===== src/rtl/gpio_port_pkg.sv =====
package gpio_port_pkg;

  typedef enum logic [1:0] {
    ROLE_OFF    = 2'd0,
    ROLE_SLAVE  = 2'd1,
    ROLE_MASTER = 2'd2
  } spi_role_e;

  typedef enum logic [2:0] {
    PK_PLAIN = 3'd0,
    PK_CLK   = 3'd1,
    PK_MISO  = 3'd2,
    PK_MOSI  = 3'd3,
    PK_SEL   = 3'd4
  } pin_kind_e;

  function automatic spi_role_e role_of(input logic en, input logic master);
    if (!en)        return ROLE_OFF;
    else if (master) return ROLE_MASTER;
    else            return ROLE_SLAVE;
  endfunction

endpackage


===== src/rtl/gpio_reset_sync.sv =====
module gpio_reset_sync #(
  parameter int STAGES = 2
) (
  input  logic clk,
  input  logic rst_n,
  output logic rst_sync_n
);
  logic [STAGES-1:0] chain_q;
  logic [STAGES-1:0] chain_d;

  always_comb begin
    chain_d = {chain_q[STAGES-2:0], 1'b1};
  end

  always_ff @(posedge clk or negedge rst_n) begin
    if (!rst_n) chain_q <= '0;
    else        chain_q <= chain_d;
  end

  assign rst_sync_n = chain_q[STAGES-1];
endmodule


===== src/rtl/gpio_in_sync.sv =====
module gpio_in_sync #(
  parameter int WIDTH  = 8,
  parameter int STAGES = 2
) (
  input  logic             clk,
  input  logic             rst_n,
  input  logic [WIDTH-1:0] async_in,
  output logic [WIDTH-1:0] sync_out
);
  for (genvar b = 0; b < WIDTH; b++) begin : g_bit
    logic [STAGES-1:0] ff_q;
    logic [STAGES-1:0] ff_d;

    always_comb begin
      ff_d = {ff_q[STAGES-2:0], async_in[b]};
    end

    always_ff @(posedge clk or negedge rst_n) begin
      if (!rst_n) ff_q <= '0;
      else        ff_q <= ff_d;
    end

    assign sync_out[b] = ff_q[STAGES-1];
  end
endmodule


===== src/rtl/gpio_pin_ctrl.sv =====
module gpio_pin_ctrl
  import gpio_port_pkg::*;
#(
  parameter pin_kind_e KIND = PK_PLAIN
) (
  input  spi_role_e role,
  input  logic      dir_bit,
  input  logic      data_bit,
  input  logic      sck_lvl,
  input  logic      mosi_lvl,
  input  logic      miso_lvl,
  output logic      oe,
  output logic      out_lvl,
  output logic      pu
);
  logic force_in;
  logic alt_drive;
  logic alt_lvl;
  logic eff_dir;

  always_comb begin
    force_in  = 1'b0;
    alt_drive = 1'b0;
    alt_lvl   = 1'b0;
    case (KIND)
      PK_CLK: begin
        force_in  = (role == ROLE_SLAVE);
        alt_drive = (role == ROLE_MASTER);
        alt_lvl   = sck_lvl;
      end
      PK_MOSI: begin
        force_in  = (role == ROLE_SLAVE);
        alt_drive = (role == ROLE_MASTER);
        alt_lvl   = mosi_lvl;
      end
      PK_SEL: begin
        force_in  = (role == ROLE_SLAVE);
      end
      PK_MISO: begin
        force_in  = (role == ROLE_MASTER);
        alt_drive = (role == ROLE_SLAVE);
        alt_lvl   = miso_lvl;
      end
      default: ;
    endcase
    eff_dir = dir_bit & ~force_in;
    oe      = eff_dir;
    out_lvl = alt_drive ? alt_lvl : data_bit;
    pu      = ~eff_dir & data_bit;
  end
endmodule


===== src/rtl/gpio_spi_port.sv =====
module gpio_spi_port
  import gpio_port_pkg::*;
#(
  parameter int WIDTH       = 8,
  parameter int SYNC_STAGES = 2,
  parameter int CLK_PIN     = 7,
  parameter int MISO_PIN    = 6,
  parameter int MOSI_PIN    = 5,
  parameter int SEL_PIN     = 4,
  parameter int CMP_PIN     = 3
) (
  input  logic             clk,
  input  logic             rst_n,
  input  logic             wr_dir,
  input  logic             wr_data,
  input  logic [WIDTH-1:0] wdata,
  input  logic             spi_en,
  input  logic             spi_master,
  input  logic             spi_sck_o,
  input  logic             spi_mosi_o,
  input  logic             spi_miso_o,
  input  logic             power_down,
  input  logic [WIDTH-1:0] pad_in,
  output logic [WIDTH-1:0] pad_oe,
  output logic [WIDTH-1:0] pad_out,
  output logic [WIDTH-1:0] pad_pu,
  output logic [WIDTH-1:0] pin_rd,
  output logic             spi_sel,
  output logic             cmp_analog
);
  logic             rst_int_n;
  logic [WIDTH-1:0] dir_q, dir_d;
  logic [WIDTH-1:0] data_q, data_d;
  logic [WIDTH-1:0] pins_sync;
  spi_role_e        role;

  gpio_reset_sync #(.STAGES(SYNC_STAGES)) u_rst (
    .clk        (clk),
    .rst_n      (rst_n),
    .rst_sync_n (rst_int_n)
  );

  always_comb begin
    dir_d  = wr_dir  ? wdata : dir_q;
    data_d = wr_data ? wdata : data_q;
  end

  always_ff @(posedge clk or negedge rst_int_n) begin
    if (!rst_int_n) begin
      dir_q  <= '0;
      data_q <= '0;
    end else begin
      dir_q  <= dir_d;
      data_q <= data_d;
    end
  end

  assign role = role_of(spi_en, spi_master);

  for (genvar p = 0; p < WIDTH; p++) begin : g_pin
    localparam pin_kind_e KIND = (p == CLK_PIN)  ? PK_CLK  :
                                 (p == MISO_PIN) ? PK_MISO :
                                 (p == MOSI_PIN) ? PK_MOSI :
                                 (p == SEL_PIN)  ? PK_SEL  : PK_PLAIN;
    gpio_pin_ctrl #(.KIND(KIND)) u_pin (
      .role     (role),
      .dir_bit  (dir_q[p]),
      .data_bit (data_q[p]),
      .sck_lvl  (spi_sck_o),
      .mosi_lvl (spi_mosi_o),
      .miso_lvl (spi_miso_o),
      .oe       (pad_oe[p]),
      .out_lvl  (pad_out[p]),
      .pu       (pad_pu[p])
    );
  end

  gpio_in_sync #(.WIDTH(WIDTH), .STAGES(SYNC_STAGES)) u_sync (
    .clk      (clk),
    .rst_n    (rst_int_n),
    .async_in (pad_in),
    .sync_out (pins_sync)
  );

  always_comb begin
    pin_rd     = power_down ? '0 : pins_sync;
    spi_sel    = (role == ROLE_SLAVE) & ~power_down & ~pins_sync[SEL_PIN];
    cmp_analog = ~dir_q[CMP_PIN] & ~data_q[CMP_PIN];
  end
endmodule


===== config.mk =====
export PLATFORM = sky130hd
export DESIGN_NAME = gpio_spi_port
export DESIGN_NICKNAME = d
export VERILOG_FILES = /design/src/rtl/gpio_port_pkg.sv /design/src/rtl/gpio_reset_sync.sv /design/src/rtl/gpio_in_sync.sv /design/src/rtl/gpio_pin_ctrl.sv /design/src/rtl/gpio_spi_port.sv
export SDC_FILE = /design/constraint.sdc
export NUM_CORES = 1
export LEC_CHECK = 0
export BUFFER_PORTS_ARGS = -buffer_cell sky130_fd_sc_hd__buf_2
export CORE_MARGIN = 4
export CORE_UTILIZATION = 53
export CTS_BUF_LIST = sky130_fd_sc_hd__clkbuf_2 sky130_fd_sc_hd__clkbuf_4 sky130_fd_sc_hd__clkbuf_8
export CTS_CLUSTER_DIAMETER = 50
export DETAILED_ROUTE_END_ITERATION = 10
export GPL_TIMING_DRIVEN = 0
export HOLD_SLACK_MARGIN = 0.08
export PLACE_DENSITY = 0.87
export SLEW_MARGIN = 20
export SYNTH_ARGS = -nofsm -noshare
export SYNTH_HDL_FRONTEND = slang
export SYNTH_SLANG_ARGS = --single-unit

===== constraint.sdc =====
create_clock -name clk -period 3.22 [get_ports clk]
set_clock_uncertainty 0.15 [all_clocks]
set_input_delay 0.161 -clock clk [delete_from_list [all_inputs] [get_ports clk]]
set_output_delay 0.161 -clock clk [all_outputs]
set_load 0.005 [all_outputs]

==> impl_results.md, run 1 <==
* Largest net degree at the start of global routing at 33
* Total power at 0.9660 mW
* HPWL after detailed placement at 1.991 mm
* Slowest-stage cell, CP: dfrtp_1
* Status: complete, no violations
* Max incr delay on CP at 400 ps
* Synth Area per Inst at 13.75 um2
* Cell Chain, Critical Path: mux2_4 -> buf_4 -> buf_2
* Die Wd at 59.95 um
* Crit end category: output pin
* Final WS setup at 1689 ps
* Min-Delay Path Class: primary input to flop
* Tcrit/Tclk final at 47.55%
* Post-synth EDFFs at 0
* Crit path max-delay family: flip-flops
* Multi-input logic area at 389.1 um2
* Largest area contributor in the netlist: dfrtp_1
* Slew Viols, Final at 0
* GRT Overall Usage at 18.02%
* Area after DPL at 1753 um2
* Critical Path RT at 2910 ps
* Reg clk slew, reported paths at 110 ps
* Fmax achieved at 653.1 MHz
* IO Port Bufs at 57
* Worst path bufs/invs at 2
* Cells after Synth at 104
* IO Pins at 60
* Worst-Margin Slew at 648.3 ps
* Fin Setup TNS at 0 ps
* Remaining antenna violation count after routing at 0
* Initial DRC count at 16
* First-pass GRT wire length at 4.602 mm
* Diodes inserted at 0
* Post-synth top flop: dfrtp_1
* Worst Setup Start Kind: flop
* CTS tree: done
* Final Instance Area at 2017 um2
* Mapped Area at 1430 um2
* Vias in the first global route at 1014
* Top cells by count, synth: 34 x dfrtp_1, 24 x buf_4, 16 x mux2_2
* Placer Congestion at 0.7186
* Final Routed Wirelength at 2.803 mm
* Drt pass-1 iters at 2
* Gr ovfl total at 0
* Setup-failing EPs final at 0
* Peak VDD IR at 0.3624 mV
* Resized Gates After CTS at 0
* Final hold violations at 0
* Synth unique cells at 14
* CTS buffer count at 5
* Register area at 852.1 um2
* Fraction of layout instances using a drive strength above 1 at 60.96%
* Register bit total from synthesis at 34
* Max cap viols at 0
* Later-pin clock latency in the skew report at 340 ps
* Via count at 992
* Root Driver: clkbuf_4
* YS warnings at 0
* Cells after DPL at 191
* Top cells by area, synth: dfrtp_1 59%, buf_4 13%, mux2_2 13%
* Rows at 18
* Longest Clk Path Bufs at 2
* Pre-CTS setup slack at 1750 ps
* Most numerous cell in the Yosys netlist: dfrtp_1
* Initial antenna violation count at 0
* Hold_ws at 86.97 ps
* Yosys top cell area share at 59.49%
* Async S/R FF share, synth at 100.0%
* CP Class: flop to output pin
* Die area at 3593 um2
* Power Density at 478.9 nW/um2
* CP Data Arrival Time at 1220 ps
* Crit-path max FO at 3
* DRC at 0
* Core Box Area at 2522 um2
* Routed WL per cell at 12.92 um
* Unrepaired setup endpoints after global routing: no
* Sequential area share after synthesis at 59.49%
* Die Ht at 59.95 um
* Syn Nets at 130
* Syn-to-layout area delta at 41.03%
* Min Tclk post-route at 1531 ps
* Post-route insts no fill at 217
* Leak at 1.029 nW
* Nets at 212
* Vias per cell at 4.571
* Clock sinks at 34
* Slew HR at 56.78%
* H-tree levels at 2
* Filler cells at 170
* Initial core utilization at 56.70%
* Final core occ at 79.96%
## metal layers
metal	global-route usage [%]	vias up	part of all wire, %
li1	-	483	-
met1	18.79	464	36
met2	33.33	40	56
met3	4.968	5	7.1
met4	7.595	0	1.2
met5	0	-	0
## sequential cells by signal, indices dropped and copies added, names as in the netlist
| register | cells |
|---|---|
| u_rst.chain_q | 2 |
| dir_q | 8 |
| data_q | 8 |
| u_sync.g_bit.ff_q | 16 |
## report_power, final
group,total (mW),internal [mW],switching (mW)
Sequential,0.483,0.458,0.0249
Clock,0.308,0.163,0.145
Combinational,0.175,0.121,0.0539
Total,0.966,0.742,0.224
## area by class of cell
class / count / area share (%)
Multi-Input combinational cell: 44 / 19.29
Sequential cell: 34 / 42.25
Timing Repair Buffer: 75 / 23.08
Clock inverter: 3 / 2.233
Buffer: 26 / 9.429
Clock buffer: 5 / 1.861
Tap cell: 30 / 1.861
## logic make-up after synthesis
group / Yosys count / synth area share (%)
other cells: 1 / 0.2622
simple gates: 20 / 9.099
flops: 34 / 59.49
compound gates: 4 / 2.100
buf+inv: 26 / 13.30
mux: 19 / 15.75
## path summary, 6_finish.rpt
| path | from | slack, ps | cells past startpoint | end |
|---|---|---|---|---|
| max | data_q[6] | 1690 | 3 | pad_out[6] |
| min | wr_dir | 90 | 2 | dir_q[2] |
| max reg2reg | dir_q[1] | 2260 | 1 | dir_q[1] |
| min reg2reg | u_rst.chain_q[1] | 150 | 0 | u_sync.g_bit[7].ff_q[0] |
| max in group asynchronous | rst_n | 2260 | 3 | u_rst.chain_q[1] |
| min in group asynchronous | u_rst.chain_q[1] | 150 | 0 | u_sync.g_bit[7].ff_q[0] |
## timing repair
item                                    in CTS  in global routing
setup buffers                                0                  0
endpoints found under the setup margin       0                  0
hold endpoints to repair                    26                  0
hold buffers                                18                  0
## layout by cell type, fill, tap and decap left out, drive strengths merged
master,Yosys,layout
clkbuf,0,5
bufinv,0,1
dfrtp,34,34
nor2,1,1
conb,1,1
buf,26,83
and2,4,4
clkinvlp,0,2
nor3,1,1
nor2b,12,12
a21boi,4,4
dlygate4sd3,0,18
nand2b,1,1
nand2,1,1
mux2,19,19
Power figures use the tool's default switching activity.
==> inputs of run 2 (changes only) <==
--- a/config.mk
+++ b/config.mk
@@ -7,13 +7,13 @@
 export LEC_CHECK = 0
 export BUFFER_PORTS_ARGS = -buffer_cell sky130_fd_sc_hd__buf_2
 export CORE_MARGIN = 4
-export CORE_UTILIZATION = 53
+export CORE_UTILIZATION = 44
 export CTS_BUF_LIST = sky130_fd_sc_hd__clkbuf_2 sky130_fd_sc_hd__clkbuf_4 sky130_fd_sc_hd__clkbuf_8
 export CTS_CLUSTER_DIAMETER = 50
 export DETAILED_ROUTE_END_ITERATION = 10
 export GPL_TIMING_DRIVEN = 0
 export HOLD_SLACK_MARGIN = 0.08
-export PLACE_DENSITY = 0.87
+export PLACE_DENSITY = 0.77
 export SLEW_MARGIN = 20
 export SYNTH_ARGS = -nofsm -noshare
 export SYNTH_HDL_FRONTEND = slang
==> constraint.sdc (replaced) <==
create_clock -name clk -period 1.3 [get_ports clk]
set_clock_uncertainty 0.15 [all_clocks]
set_input_delay 0.065 -clock clk [delete_from_list [all_inputs] [get_ports clk]]
set_output_delay 0.065 -clock clk [all_outputs]
set_load 0.005 [all_outputs]
==> run 2 against run 1 <==
The run now ends with setup timing left. Utilization is 12 points lower. Critical path type unchanged. Combinational power grew to 2.8 times the previous value. Register-to-register slack worse by 2000 ps.
==> impl_results.md, run 2 (synthesized netlist as in run 1, its figures left out) <==
* Largest reg by FF count: u_sync.g_bit.ff_q
* CP Data Arrival Time at 1090 ps (-130 ps)
* Final Routed Wirelength at 2.911 mm (+3.9%)
* Clock sinks at 34 (unchanged)
* Final hold violations at 0 (unchanged)
* Fraction of layout instances using a drive strength above 1 at 62.98% (+2.0 points)
* Cells after DPL at 205 (+7.3%)
* Fmax achieved at 763.7 MHz
* Setup-failing EPs final at 4 (+4)
* Die Ht at 65.01 um (+8.4%)
* Hold_ws at 154.1 ps (+67.14 ps)
* Largest regs: u_sync.g_bit.ff_q x16, data_q x8, dir_q x8
* Remaining antenna violation count after routing at 0 (unchanged)
* Slew Viols, Final at 0 (unchanged)
* Worst Setup Start Kind: flop
* Initial antenna violation count at 0 (unchanged)
* Final WS setup at -9.455 ps (-1698 ps)
* Critical Path RT at 1090 ps (-1820 ps)
* Syn-to-layout area delta at 46.98%
* Initial DRC count at 15 (-1)
* Status: finished with violations
* Cells on worst reg2reg path at 2 (+1)
* IO Pins at 60 (unchanged)
* Largest net degree at the start of global routing at 33 (unchanged)
* First-pass GRT wire length at 4.781 mm (+3.9%)
* Slew HR at 56.91% (+0.14 points)
* Post-route insts no fill at 225 (+3.7%)
* Power Density at 1086 nW/um2 (+130%)
* Longest Clk Path Bufs at 2 (unchanged)
* Final Instance Area at 2102 um2 (+4.2%)
* Root Driver: clkbuf_4
* CTS buffer count at 5 (unchanged)
* Cell Chain, Critical Path: a21boi_2 -> buf_4 -> buf_6
* Cell-internal power at 1.738 mW (+130%)
* Via count at 952 (-4.0%)
* Core Box Area at 3078 um2 (+22%)
* GRT Overall Usage at 15.51% (-2.5 points)
* Crit end category: output pin
* Diodes inserted at 0 (unchanged)
* Vias in the first global route at 1004 (-0.99%)
* Switch share at 23.89% (+0.68 points)
* Failing checks: setup timing
* Tcrit/Tclk final at 100.7%
* Area after DPL at 1772 um2 (+1.1%)
* Peak VDD IR at 0.7577 mV (+110%)
* Die area at 4226 um2 (+18%)
* R2r setup slk at 240 ps (-2020 ps)
* Reg clk slew, reported paths at 100 ps (about the same)
* Total power at 2.283 mW (+140%)
* IO Port Bufs at 57 (unchanged)
* Drt pass-1 iters at 4 (+2)
* Placer Congestion at 0.6798 (-5.4%)
* Most frequent cells in the layout: 44 x buf_2, 33 x dfrtp_1, 20 x dlygate4sd3_1, 16 x mux2_2, 16 x buf_6
* Initial core utilization at 46.46% (-10 points)
* Crit-path max FO at 3 (unchanged)
* Nets at 206 (-2.8%)
* Reported net switching power at 0.5455 mW (+140%)
* Max incr delay on CP at 400 ps (about the same)
* DRC at 0 (unchanged)
* Die Wd at 65.01 um (+8.4%)
* Vias per cell at 4.231 (-7.4%)
* Max cap viols at 0 (unchanged)
* Min-Delay Path Class: flop to async pin
* Leak at 1.031 nW (+0.17%)
* Largest register FFs at 16 (unchanged)
* Later-pin clock latency in the skew report at 320 ps (-20 ps)
* Filler cells at 227 (+34%)
* Most common cell after layout, fill and taps aside: buf_2
* Final core occ at 68.29% (-12 points)
* Gr ovfl total at 0 (unchanged)
* Min Tclk post-route at 1309 ps
* Slowest-stage cell, CP: dfrtp_1
* Worst-Margin Slew at 646.3 ps (-2.047 ps)
* CTS tree: done
* Routed WL per cell at 12.94 um (+0.16%)
* Rows at 20 (+2)
* Sequential share of power at 52.5% (+2.5 points)
* Clock power frac at 26.1% (-5.8 points)
* Logic gate share of total power at 21.4% (+3.3 points)
* H-tree levels at 2 (unchanged)
* Unrepaired setup endpoints after global routing: yes
* CP Class: flop to output pin
[run 2: worst paths after layout]
check,from,endpoint
max in group asynchronous,rst_n,u_rst.chain_q[1]
min in group clk,u_sync.g_bit[6].ff_q[0],u_sync.g_bit[6].ff_q[1]
hold reg to reg,u_rst.chain_q[1],u_sync.g_bit[2].ff_q[0]
setup reg to reg,dir_q[7],dir_q[7]
hold / removal,u_rst.chain_q[1],u_sync.g_bit[2].ff_q[0]
setup / recovery,data_q[5],pad_pu[5]
[run 2: worst max-delay path, delay by kind of cell (launching register included)]
kind	cells	cell delay, ps
compound gates	1	150
buf+inv	2	230
flops	1	400
[run 2: per-layer routing]
layer  routed length [um]  vias up  track usage, %
met2                 1677       36           30.27
li1                     -      462               -
met4                   48        0           6.995
met5                    0        -               0
met1                  998      449           15.05
met3                  186        5           3.813
[run 2: final cells by class]
type	instances	area [um2]	share of cell area (%)
buffer	12	85.08	4.048
clock buffer	6	51.30	2.440
clock inverter	2	12.51	0.5952
multi-input combinational	44	417.9	19.88
sequential	34	852.1	40.54
tap	44	55.05	2.619
timing repair buffer	83	628.1	29.88
[run 2: power by group through the flow]
stage	clock network, mW	logic [mW]	registers (mW)
6_report	0.597	0.488	1.20
5_1_grt	0.667	0.528	1.22
4_1_cts	0.603	0.468	1.20
3_5_place_dp	0	0.395	1.22
3_3_place_gp	0	0.383	1.21
2_1_floorplan	0	0.245	1.20
[run 2: per-stage QoR]
step           setup slack [ps]  TNS, ps
6_report                 -9.455   -27.18
5_1_grt                  -84.70   -382.5
4_1_cts                  -27.72   -110.8
3_5_place_dp              200.0        0
3_3_place_gp             -95.84    -3035
2_1_floorplan             134.2        0
[run 2: timing repair]
action / 4_1_cts / 5_1_grt
resized for setup: 19 / 10
buffers inserted: 5 / 1
endpoints found under the hold margin: 26 / 0
setup endpoints to repair: 15 / 10
hold buffers: 20 / 0
pin swaps: 3 / 0
==> inputs of run 3 (changes only) <==
--- a/config.mk
+++ b/config.mk
@@ -11,8 +11,10 @@
 export CTS_BUF_LIST = sky130_fd_sc_hd__clkbuf_2 sky130_fd_sc_hd__clkbuf_4 sky130_fd_sc_hd__clkbuf_8
 export CTS_CLUSTER_DIAMETER = 50
 export DETAILED_ROUTE_END_ITERATION = 10
+export GPL_ROUTABILITY_DRIVEN = 0
 export GPL_TIMING_DRIVEN = 0
 export HOLD_SLACK_MARGIN = 0.08
+export MAX_ROUTING_LAYER = met4
 export PLACE_DENSITY = 0.77
 export SLEW_MARGIN = 20
 export SYNTH_ARGS = -nofsm -noshare
==> run 3 against run 2 <==
The run still ends with setup timing left. Utilization is the same. Wire length is essentially flat. Sequential power is essentially flat. Count of clock-buffer cells in the layout is the same. Setup slack is essentially flat. Maximum frequency is essentially flat. Global-route usage grew 0.42 points. Critical endpoint unchanged. Largest cell class unchanged. Highest routed layer unchanged.
==> impl_results.md, run 3 (synthesized netlist as in run 1, its figures left out) <==
* Status: finished with violations
* Failing checks: setup timing
* CP Class: flop to output pin
* Min Tclk post-route at 1309 ps (-0.1763 ps)
* Gr ovfl total at 0 (unchanged)
* Longest Clk Path Bufs at 2 (unchanged)
* Diodes inserted at 0 (unchanged)
* Vias in the first global route at 1003 (-0.10%)
* Largest net degree at the start of global routing at 33 (unchanged)
* Die Ht at 65.01 um (unchanged)
* Total power at 2.283 mW (about the same)
* Drt pass-1 iters at 4 (unchanged)
* Final hold violations at 0 (unchanged)
* Fmax achieved at 763.8 MHz (about the same)
* Slowest-stage cell, CP: dfrtp_1
* Final Routed Wirelength at 2.909 mm (about the same)
* Slew Viols, Final at 0 (unchanged)
* Initial antenna violation count at 0 (unchanged)
* DRC at 0 (unchanged)
* Initial core utilization at 46.46% (unchanged)
* Setup-failing EPs final at 4 (unchanged)
* Largest register FFs at 16 (unchanged)
* Via count at 954 (+0.21%)
* Unrepaired setup endpoints after global routing: yes
* Largest reg by FF count: u_sync.g_bit.ff_q
* Syn-to-layout area delta at 46.98% (unchanged)
* Largest regs: u_sync.g_bit.ff_q x16, data_q x8, dir_q x8
* Reg clk slew, reported paths at 100 ps (about the same)
* Core Box Area at 3078 um2 (unchanged)
* Final WS setup at -9.279 ps (+0.1763 ps)
* IO Port Bufs at 57 (unchanged)
* Most frequent cells in the layout: 44 x buf_2, 33 x dfrtp_1, 20 x dlygate4sd3_1, 16 x mux2_2, 16 x buf_6
* Vias per cell at 4.240 (+0.21%)
* Remaining antenna violation count after routing at 0 (unchanged)
* Min-Delay Path Class: flop to async pin
* Die area at 4226 um2 (unchanged)
* Peak VDD IR at 0.7564 mV (-0.17%)
* IO Pins at 60 (unchanged)
* Critical Path RT at 1090 ps (about the same)
* Fraction of layout instances using a drive strength above 1 at 62.98% (unchanged)
* Leak at 1.031 nW (unchanged)
* Max incr delay on CP at 400 ps (about the same)
* Tcrit/Tclk final at 100.7% (about the same)
* GRT Overall Usage at 15.93% (+0.42 points)
* Root Driver: clkbuf_4
* Clock sinks at 34 (unchanged)
* Later-pin clock latency in the skew report at 320 ps (about the same)
* Crit end category: output pin
* Slew HR at 56.64% (-0.28 points)
* CTS tree: done
* Initial DRC count at 16 (+1)
* Final Instance Area at 2102 um2 (unchanged)
* CTS buffer count at 5 (unchanged)
* CP Data Arrival Time at 1090 ps (about the same)
* Hold_ws at 155.2 ps (+1.059 ps)
* Power Density at 1086 nW/um2 (about the same)
* Nets at 206 (unchanged)
* First-pass GRT wire length at 4.781 mm (unchanged)
* Routed WL per cell at 12.93 um (about the same)
* Area after DPL at 1772 um2 (unchanged)
* H-tree levels at 2 (unchanged)
* Rows at 20 (unchanged)
* Crit-path max FO at 3 (unchanged)
* Cell Chain, Critical Path: a21boi_2 -> buf_4 -> buf_6
* Max cap viols at 0 (unchanged)
* Worst Setup Start Kind: flop
* Worst-Margin Slew at 650.5 ps (+4.161 ps)
* Die Wd at 65.01 um (unchanged)
* Most common cell after layout, fill and taps aside: buf_2
## run 3: cell counts in the layout (fill, tap and decap cells not counted)
No cell type changed its count.
## run 3: critical path, delay by kind of cell, from the launching register on
kind            cells  cell delay (ps)
flops               1              400
compound gates      1              150
buf+inv             2              230
## run 3: area by class of cell
type | count | area (um2)
clock buffer | 6 | 51.30
fill | 227 | 975.9
sequential | 34 | 852.1
timing repair buffer | 83 | 628.1
tap | 44 | 55.05
buffer | 12 | 85.08
clock inverter | 2 | 12.51
multi-input combinational | 44 | 417.9
## run 3: where the power goes
part | switching (mW) | total [mW] | internal [mW]
clock network | 0.336 | 0.596 | 0.260
logic | 0.145 | 0.488 | 0.343
registers | 0.0640 | 1.20 | 1.13
## run 3: path summary, 6_finish.rpt
kind	from	endpoint	slack [ps]	cells after the start
worst min register to register	u_rst.chain_q[1]	u_sync.g_bit[0].ff_q[1]	160	0
worst max register to register	dir_q[7]	dir_q[7]	240	2
worst min-delay path	u_rst.chain_q[1]	u_sync.g_bit[0].ff_q[1]	160	0
worst max-delay path	data_q[5]	pad_pu[5]	-9	3
max in group asynchronous	rst_n	u_rst.chain_q[1]	400	3
min in group clk	u_sync.g_bit[6].ff_q[0]	u_sync.g_bit[6].ff_q[1]	210	0
## run 3: routing by layer
metal | GRT usage [%] | wire length [um] | vias up
li1 | - | - | 462
met1 | 15.05 | 994 | 451
met2 | 30.27 | 1679 | 36
met5 | - | 0 | -
met3 | 3.813 | 185 | 5
met4 | 6.995 | 50 | 0
## run 3: per-stage QoR
stage                     setup TNS (ps)  setup WS [ps]  instances  utilization [%]
after global routing              -382.6         -84.70        225            68.29
after CTS                         -110.8         -27.72        226            67.15
final                             -26.47         -9.279        225            68.29
after floorplan                        0          134.2        104                -
after global placement             -3035         -95.84        205            57.52
after detailed placement               0          200.0        205            57.56
## run 3: timing repair
item                                    CTS  global route
pin swaps                                 3             0
resized for setup                        19            10
endpoints found under the setup margin   15            10
hold buffers                             20             0
hold endpoints to repair                 26             0
setup buffers                             5             1
